===== config.mk =====
export PLATFORM = sky130hd
export DESIGN_NAME = pc_sequencer
export DESIGN_NICKNAME = d
export VERILOG_FILES = /design/src/rtl/pcseq_pkg.sv /design/src/rtl/pcseq_ctrl.sv /design/src/rtl/pcseq_path.sv /design/src/rtl/pc_sequencer.sv
export SDC_FILE = /design/constraint.sdc
export NUM_CORES = 1
export LEC_CHECK = 0
export BUFFER_PORTS_ARGS = -buffer_cell sky130_fd_sc_hd__buf_2
export CORE_MARGIN = 2
export CORE_UTILIZATION = 25
export DETAILED_ROUTE_END_ITERATION = 16
export GPL_ROUTABILITY_DRIVEN = 0
export MAX_ROUTING_LAYER = met4
export RECOVER_POWER = 100
export SETUP_SLACK_MARGIN = 0.15
export SKIP_LAST_GASP = 1
export SLEW_MARGIN = 20
export SYNTH_ARGS = -nofsm -noshare
export SYNTH_HDL_FRONTEND = slang
export SYNTH_SLANG_ARGS = --single-unit

===== constraint.sdc =====
create_clock -name clk -period 4.1 [get_ports clk]
set_input_delay 0.82 -clock clk [delete_from_list [all_inputs] [get_ports clk]]
set_output_delay 0.82 -clock clk [all_outputs]
set_load 0.05 [all_outputs]

===== src/rtl/pcseq_pkg.sv =====
package pcseq_pkg;

  localparam int INSTR_W = 32;
  localparam int OPC_W   = 6;
  localparam int REG_W   = 5;

  localparam logic [OPC_W-1:0] OPC_REGOP = 6'h00;
  localparam logic [OPC_W-1:0] OPC_JUMP  = 6'h02;
  localparam logic [OPC_W-1:0] OPC_CALL  = 6'h03;
  localparam logic [OPC_W-1:0] OPC_BREQ  = 6'h04;
  localparam logic [OPC_W-1:0] OPC_BRNE  = 6'h05;
  localparam logic [OPC_W-1:0] FN_REGJMP = 6'h08;

  localparam logic [REG_W-1:0] LINK_REG  = 5'd31;

  typedef struct packed {
    logic takeBranch;
    logic doJump;
    logic doRegJump;
  } pcStrobe_t;

endpackage


===== src/rtl/pcseq_ctrl.sv =====
module pcseq_ctrl
  import pcseq_pkg::*;
#(
  parameter int DATA_W = 32
) (
  input  logic               clk,
  input  logic               rstN,
  input  logic               stall,
  input  logic [INSTR_W-1:0] instr,
  input  logic [DATA_W-1:0]  opA,
  input  logic [DATA_W-1:0]  opB,
  input  logic [1:0]         jrLow,
  output pcStrobe_t          strb,
  output logic               linkWrite,
  output logic [REG_W-1:0]   linkDest,
  output logic               jrMisalign
);

  logic [OPC_W-1:0] opcode;
  logic [OPC_W-1:0] funct;
  logic             opsEqual;
  logic             isCall;

  assign opcode   = instr[INSTR_W-1 -: OPC_W];
  assign funct    = instr[OPC_W-1:0];
  assign opsEqual = (opA == opB);

  always_comb begin
    strb   = '0;
    isCall = 1'b0;
    unique case (opcode)
      OPC_REGOP: strb.doRegJump  = (funct == FN_REGJMP);
      OPC_JUMP:  strb.doJump     = 1'b1;
      OPC_CALL: begin
        strb.doJump = 1'b1;
        isCall      = 1'b1;
      end
      OPC_BREQ:  strb.takeBranch = opsEqual;
      OPC_BRNE:  strb.takeBranch = !opsEqual;
      default: ;
    endcase
  end

  assign linkWrite  = isCall && !stall;
  assign linkDest   = LINK_REG;
  assign jrMisalign = strb.doRegJump && (jrLow != 2'b00);

  AST_ONE_STROBE: assert property (@(posedge clk) disable iff (!rstN)
    $onehot0({strb.takeBranch, strb.doJump, strb.doRegJump}));

  AST_MISALIGN_NEEDS_REGJMP: assert property (@(posedge clk) disable iff (!rstN)
    jrMisalign |-> (opcode == OPC_REGOP && funct == FN_REGJMP));

  AST_LINK_ON_CALL: assert property (@(posedge clk) disable iff (!rstN)
    linkWrite |-> (opcode == OPC_CALL && linkDest == LINK_REG));

endmodule


===== src/rtl/pcseq_path.sv =====
module pcseq_path
  import pcseq_pkg::*;
#(
  parameter int                ADDR_W   = 32,
  parameter logic [ADDR_W-1:0] RESET_PC = 32'h0040_0000
) (
  input  logic               clk,
  input  logic               rstN,
  input  logic               stall,
  input  pcStrobe_t          strb,
  input  logic [INSTR_W-1:0] instr,
  input  logic [ADDR_W-1:0]  jrValue,
  output logic [ADDR_W-1:0]  pc,
  output logic [ADDR_W-1:0]  linkAddr
);

  localparam int                OFS_W    = 16;
  localparam int                IDX_W    = 26;
  localparam int                REGION_W = ADDR_W - IDX_W - 2;
  localparam int                EXT_W    = ADDR_W - OFS_W - 2;
  localparam logic [ADDR_W-1:0] STEP     = ADDR_W'(4);

  logic [ADDR_W-1:0] pcQ;
  logic [ADDR_W-1:0] pcNext;
  logic [ADDR_W-1:0] pcPlus4;
  logic [ADDR_W-1:0] branchDisp;
  logic [ADDR_W-1:0] jumpTarget;
  logic [ADDR_W-1:0] regTarget;

  assign pcPlus4    = pcQ + STEP;
  assign branchDisp = {{EXT_W{instr[OFS_W-1]}}, instr[OFS_W-1:0], 2'b00};
  assign jumpTarget = {pcQ[ADDR_W-1 -: REGION_W], instr[IDX_W-1:0], 2'b00};
  assign regTarget  = {jrValue[ADDR_W-1:2], 2'b00};

  always_comb begin
    if (strb.doRegJump)       pcNext = regTarget;
    else if (strb.doJump)     pcNext = jumpTarget;
    else if (strb.takeBranch) pcNext = pcPlus4 + branchDisp;
    else                      pcNext = pcPlus4;
  end

  always_ff @(posedge clk or negedge rstN) begin
    if (!rstN)       pcQ <= RESET_PC;
    else if (!stall) pcQ <= pcNext;
  end

  assign pc       = pcQ;
  assign linkAddr = pcPlus4;

  AST_PC_ALIGNED: assert property (@(posedge clk) disable iff (!rstN)
    pc[1:0] == 2'b00);

  AST_STALL_HOLD: assert property (@(posedge clk) disable iff (!rstN)
    stall |=> (pc == $past(pc)));

  AST_SEQ_STEP: assert property (@(posedge clk) disable iff (!rstN)
    (!stall && strb == '0) |=> (pc == $past(pc) + STEP));

  AST_REGJMP_LOAD: assert property (@(posedge clk) disable iff (!rstN)
    (!stall && strb.doRegJump) |=> (pc == {$past(jrValue[ADDR_W-1:2]), 2'b00}));

  AST_JUMP_REGION: assert property (@(posedge clk) disable iff (!rstN)
    (!stall && strb.doJump) |=>
      (pc[ADDR_W-1 -: REGION_W] == $past(pc[ADDR_W-1 -: REGION_W])));

endmodule


===== src/rtl/pc_sequencer.sv =====
module pc_sequencer
  import pcseq_pkg::*;
#(
  parameter int                ADDR_W   = 32,
  parameter int                DATA_W   = 32,
  parameter logic [ADDR_W-1:0] RESET_PC = 32'h0040_0000
) (
  input  logic               clk,
  input  logic               rstN,
  input  logic               stall,
  input  logic [INSTR_W-1:0] instr,
  input  logic [DATA_W-1:0]  opA,
  input  logic [DATA_W-1:0]  opB,
  input  logic [ADDR_W-1:0]  jrValue,
  output logic [ADDR_W-1:0]  pc,
  output logic [ADDR_W-1:0]  linkAddr,
  output logic               linkWrite,
  output logic [REG_W-1:0]   linkDest,
  output logic               jrMisalign
);

  pcStrobe_t strb;

  pcseq_ctrl #(.DATA_W(DATA_W)) uCtrl (
    .clk        (clk),
    .rstN       (rstN),
    .stall      (stall),
    .instr      (instr),
    .opA        (opA),
    .opB        (opB),
    .jrLow      (jrValue[1:0]),
    .strb       (strb),
    .linkWrite  (linkWrite),
    .linkDest   (linkDest),
    .jrMisalign (jrMisalign)
  );

  pcseq_path #(.ADDR_W(ADDR_W), .RESET_PC(RESET_PC)) uPath (
    .clk      (clk),
    .rstN     (rstN),
    .stall    (stall),
    .strb     (strb),
    .instr    (instr),
    .jrValue  (jrValue),
    .pc       (pc),
    .linkAddr (linkAddr)
  );

endmodule


==> metrics.cfg <==
[placed_design]
dpl.hpwl_mm = 13.9
buffer_ports.inserted = 192

[pwr]
portion_of_total_power_attributed_to_combinational_logic_pct = 74.3
leakage_nw = 2.44
cell_internal_pwr_w = 0.00151
report.power.total_w = 0.00365
power.density_mw_per_mm2 = 612
p_seq_share_pct = 15.4
switching_power_w = 0.00215
clkPwrFrac_pct = 10.3
swShare_pct = 58.8
vdd_drop_max_v = 0.000272

[sta]
report.final.setup_viol = 0
fmaxAchievable_mhz = 264
final_hold_viol_count = 0
finalClockSkew_ns = 0.00386
finalCritPeriodShare_pct = 92.4
drv_slew = 31
grt_setup_unrepaired = false
post_route_setup_tns_ns = 0
min_period_ns = 3.79
slew_headroom_pct = -25.8
timing_worst_slew_pin_value_ns = 1.89

[global_route]
globalRouteTotalUtil_pct = 17.7
grt_start_max_net_pins = 36
grt_pass1_wl_mm = 26.4
number_of_global_route_vias_before_repair = 4956
grt_antenna_before_repair = 0
grt_remaining_overflow = 0

[critical_path]
worst_setup_path_start_kind = flip-flop
worst-setup-path-type = flip-flop to flip-flop
timing.reg2reg.setup_slack_ns = 0.31
worstReg2RegStart = uPath.pc[3]$_DFFE_PN0N_
path_common_cell = sky130_fd_sc_hd__a21o_1
timing.critical_path.to_type = flip-flop
critical_path.max_stage_delay_ns = 0.40
path_max_fanout = 8
worstSetupEndpoint = uPath.pc[31]$_DFFE_PN0P_
endpoint_of_the_worst_register_to_register_path = uPath.pc[31]$_DFFE_PN0P_
crit_path_cell_trace = ha_2, and2_4, nand4_1, or2_4, nor2_4, xor2_4, ha_1, a21o_1, a21o_1, a21o_1, o22ai_2, o41ai_4, a221oi_2, xnor2_1, a21oi_1, nand3b_1
launching_instance_or_port_of_the_critical_path = uPath.pc[3]$_DFFE_PN0N_
worst_path_max_delay_cell = sky130_fd_sc_hd__dfrtp_2
worstPathRequired_ns = 4.26
crit_arrival_ns = 3.95
reg2reg_depth = 16

[finish]
final_layout_size_suffix_gt1_share_pct = 28.7
flow.area_growth_from_synthesis_pct = 31.0
largest_register_ffs = 30
fillers = 1922
net_count_of_the_finished_layout = 896
diodes = 0

[logic_synthesis]
synthMuxAreaShare_pct = 3.98
synth_top_family_by_area = compound AO/OA/AOI/OAI gates
synthAdderAreaFrac_pct = 10.3
yosys.cell_count.top_type = sky130_fd_sc_hd__xnor2_1
synth_flop_cell = sky130_fd_sc_hd__dfrtp_1
ys_seq_elements = 30
syn_avg_cell_area_um2 = 8.47
yosysUniqueCellTypes = 80
synth_cells = 538
netlist.top_cell.by_area = sky130_fd_sc_hd__dfrtp_1
mappedNetlistArea_mm2 = 0.00456
synth-edff-count = 0
synth-compound-area-share_pct = 28.3
synth-seq-area-share_pct = 16.5
netlist_top_cells_count = 61 x sky130_fd_sc_hd__xnor2_1, 36 x sky130_fd_sc_hd__ha_1, 34 x sky130_fd_sc_hd__nand2_1, 34 x sky130_fd_sc_hd__nor2_1, 29 x sky130_fd_sc_hd__dfrtp_1
syn_warnings = 0
synth-xor-area-share_pct = 16.6
synth.top_cells.by_area = sky130_fd_sc_hd__dfrtp_1 16%, sky130_fd_sc_hd__xnor2_1 12%, sky130_fd_sc_hd__ha_1 9.9%, sky130_fd_sc_hd__xor2_1 3.8%, sky130_fd_sc_hd__mux2i_1 3.7%
postSynth.asyncResetShare_pct = 100
synthDominantCellAreaShare_pct = 15.9
post_synth_and_or_nand_nor_area_fraction_pct = 18.5

[die]
placementRows = 49
fp.dieArea_mm2 = 0.0193
start_util_pct = 25.5
design.core.area_mm2 = 0.0179
vert_die_dim_um = 139
die_x_um = 139
pin_count = 202

[clocking]
cts.htree.levels = 2
clk_latency_ns = 0.29
cts.reportedPaths.clkPinSlew_ns = 0.06
cts_sinks = 30
cts_made_buffers = 5
post-cts-setup-buffer-count = 0
tritoncts_clock_tree = done
clk_path_buf_depth = 2
clock-root-buffer = sky130_fd_sc_hd__clkbuf_16

[drt]
drt.antenna.violating_nets = 0
detailedRoute.firstIterationViolations = 255
route.vias.total = 4836
drt_drc_violations_left = 0
drt_wl_total_mm = 16.8
wl_per_cell_um = 17.6
viasPerCell = 5.05
drt_pre_antenna_iters = 5

[worst_hold_path]
min_path_type = flip-flop to flip-flop

[outcome]
failed_checks = max-capacitance violations, max-slew violations
run_status = finished with violations

[job]
drv.max_cap_violation_count = 1

-- cell families (layout without fill, tap and decap cells) --
kind of cell / after synthesis / in the layout
and+or+nand+nor: 153 / 153
other: 2 / 9
DFF: 30 / 30
adders and majority gates: 37 / 37
muxes: 18 / 18
buffers and inverters: 44 / 228
xor gates and xnor gates: 84 / 84
AOI/OAI and AO/OA: 170 / 170
-- metal layers --
layer / part of all wire [%] / global-route usage [%] / up-vias
met5: 0 / - / -
met4: 1.5 / 5.00 / 0
met3: 4.6 / 1.90 / 17
met2: 50 / 30.5 / 195
met1: 44 / 22.0 / 2240
li1: - / - / 2384
-- worst min-delay path by stage --
stage / start / to / slack, ns / depth (start not counted)
after floorplan: rstN / uPath.pc[10]$_DFFE_PN0N_ / 0.52 / 0
after global placement: uPath.pc[6]$_DFFE_PN0N_ / uPath.pc[6]$_DFFE_PN0N_ / 0.52 / 1
after detailed placement: uPath.pc[6]$_DFFE_PN0N_ / uPath.pc[6]$_DFFE_PN0N_ / 0.53 / 1
after CTS: uPath.pc[6]$_DFFE_PN0N_ / uPath.pc[6]$_DFFE_PN0N_ / 0.54 / 1
after global routing: uPath.pc[6]$_DFFE_PN0N_ / uPath.pc[6]$_DFFE_PN0N_ / 0.56 / 1
final: uPath.pc[6]$_DFFE_PN0N_ / uPath.pc[6]$_DFFE_PN0N_ / 0.54 / 1
-- critical path, delay by kind of cell, from the launching register on --
| family | cells | cell delay [ns] |
|---|---|---|
| flip-flops | 1 | 0.40 |
| AO/OA/AOI/OAI | 7 | 1.23 |
| AND/OR/NAND/NOR | 5 | 1.10 |
| adder cells (fa/ha/maj) | 2 | 0.57 |
| XOR/XNOR | 2 | 0.37 |
-- through the flow --
step / hold WS [ns] / instances / setup WS [ns] / utilization (%) / instance area, um2
after global placement: 0.521 / 950 / 0.271 / 33.2 / 5940
after global routing: 0.563 / 958 / 0.101 / 33.3 / 5970
after CTS: 0.543 / 958 / 0.151 / 33.9 / 6070
after floorplan: 0.524 / 545 / 0.0854 / - / 4790
final: 0.539 / 958 / 0.311 / 33.3 / 5970
after detailed placement: 0.529 / 950 / 0.184 / 33.2 / 5940
-- layout by cell type (no fill, tap or decap), drive strengths merged, types with 5 or more instances in the layout --
master	netlist	final
buf	18	140
clkbuf	12	72
xnor2	62	62
nor2	38	38
ha	36	36
nand2	34	34
dfrtp	29	29
a21oi	25	25
xor2	22	22
a21o	21	21
nand3	20	20
o21a	19	19
mux2i	17	17
nand4	16	16
o211ai	16	16
o21ai	16	16
a22oi	15	15
inv	13	13
conb	2	9
nor3	9	9
a221oi	8	8
and3	7	7
a211oi	7	7
a31oi	7	7
nor4	6	6
o22ai	6	6
o21bai	5	5
a2bb2oi	5	5
-- power by group through the flow --
stage / Clock (W) / Sequential, W / Combinational, W
after floorplan: 0 / 0.000862 / 0.00184
after global placement: 0 / 0.000559 / 0.00277
after detailed placement: 0 / 0.000565 / 0.00277
after CTS: 0.000381 / 0.000560 / 0.00278
after global routing: 0.000393 / 0.000584 / 0.00294
final: 0.000377 / 0.000561 / 0.00272
-- repair_timing --
action,in CTS,in global routing
resized for setup,0,3
endpoints found under the setup margin,0,3
hold buffers,0,0
-- area by class of cell --
type	instances	area, um2	share of cell area [%]
tap	229	287	4.80
sequential	30	767	12.9
clock inverter	2	10.0	0.168
multi-input combinational	471	3750	62.8
timing repair buffer	206	976	16.4
inverter	14	52.6	0.881
clock buffer	6	129	2.16
Power figures use the tool's default switching activity.
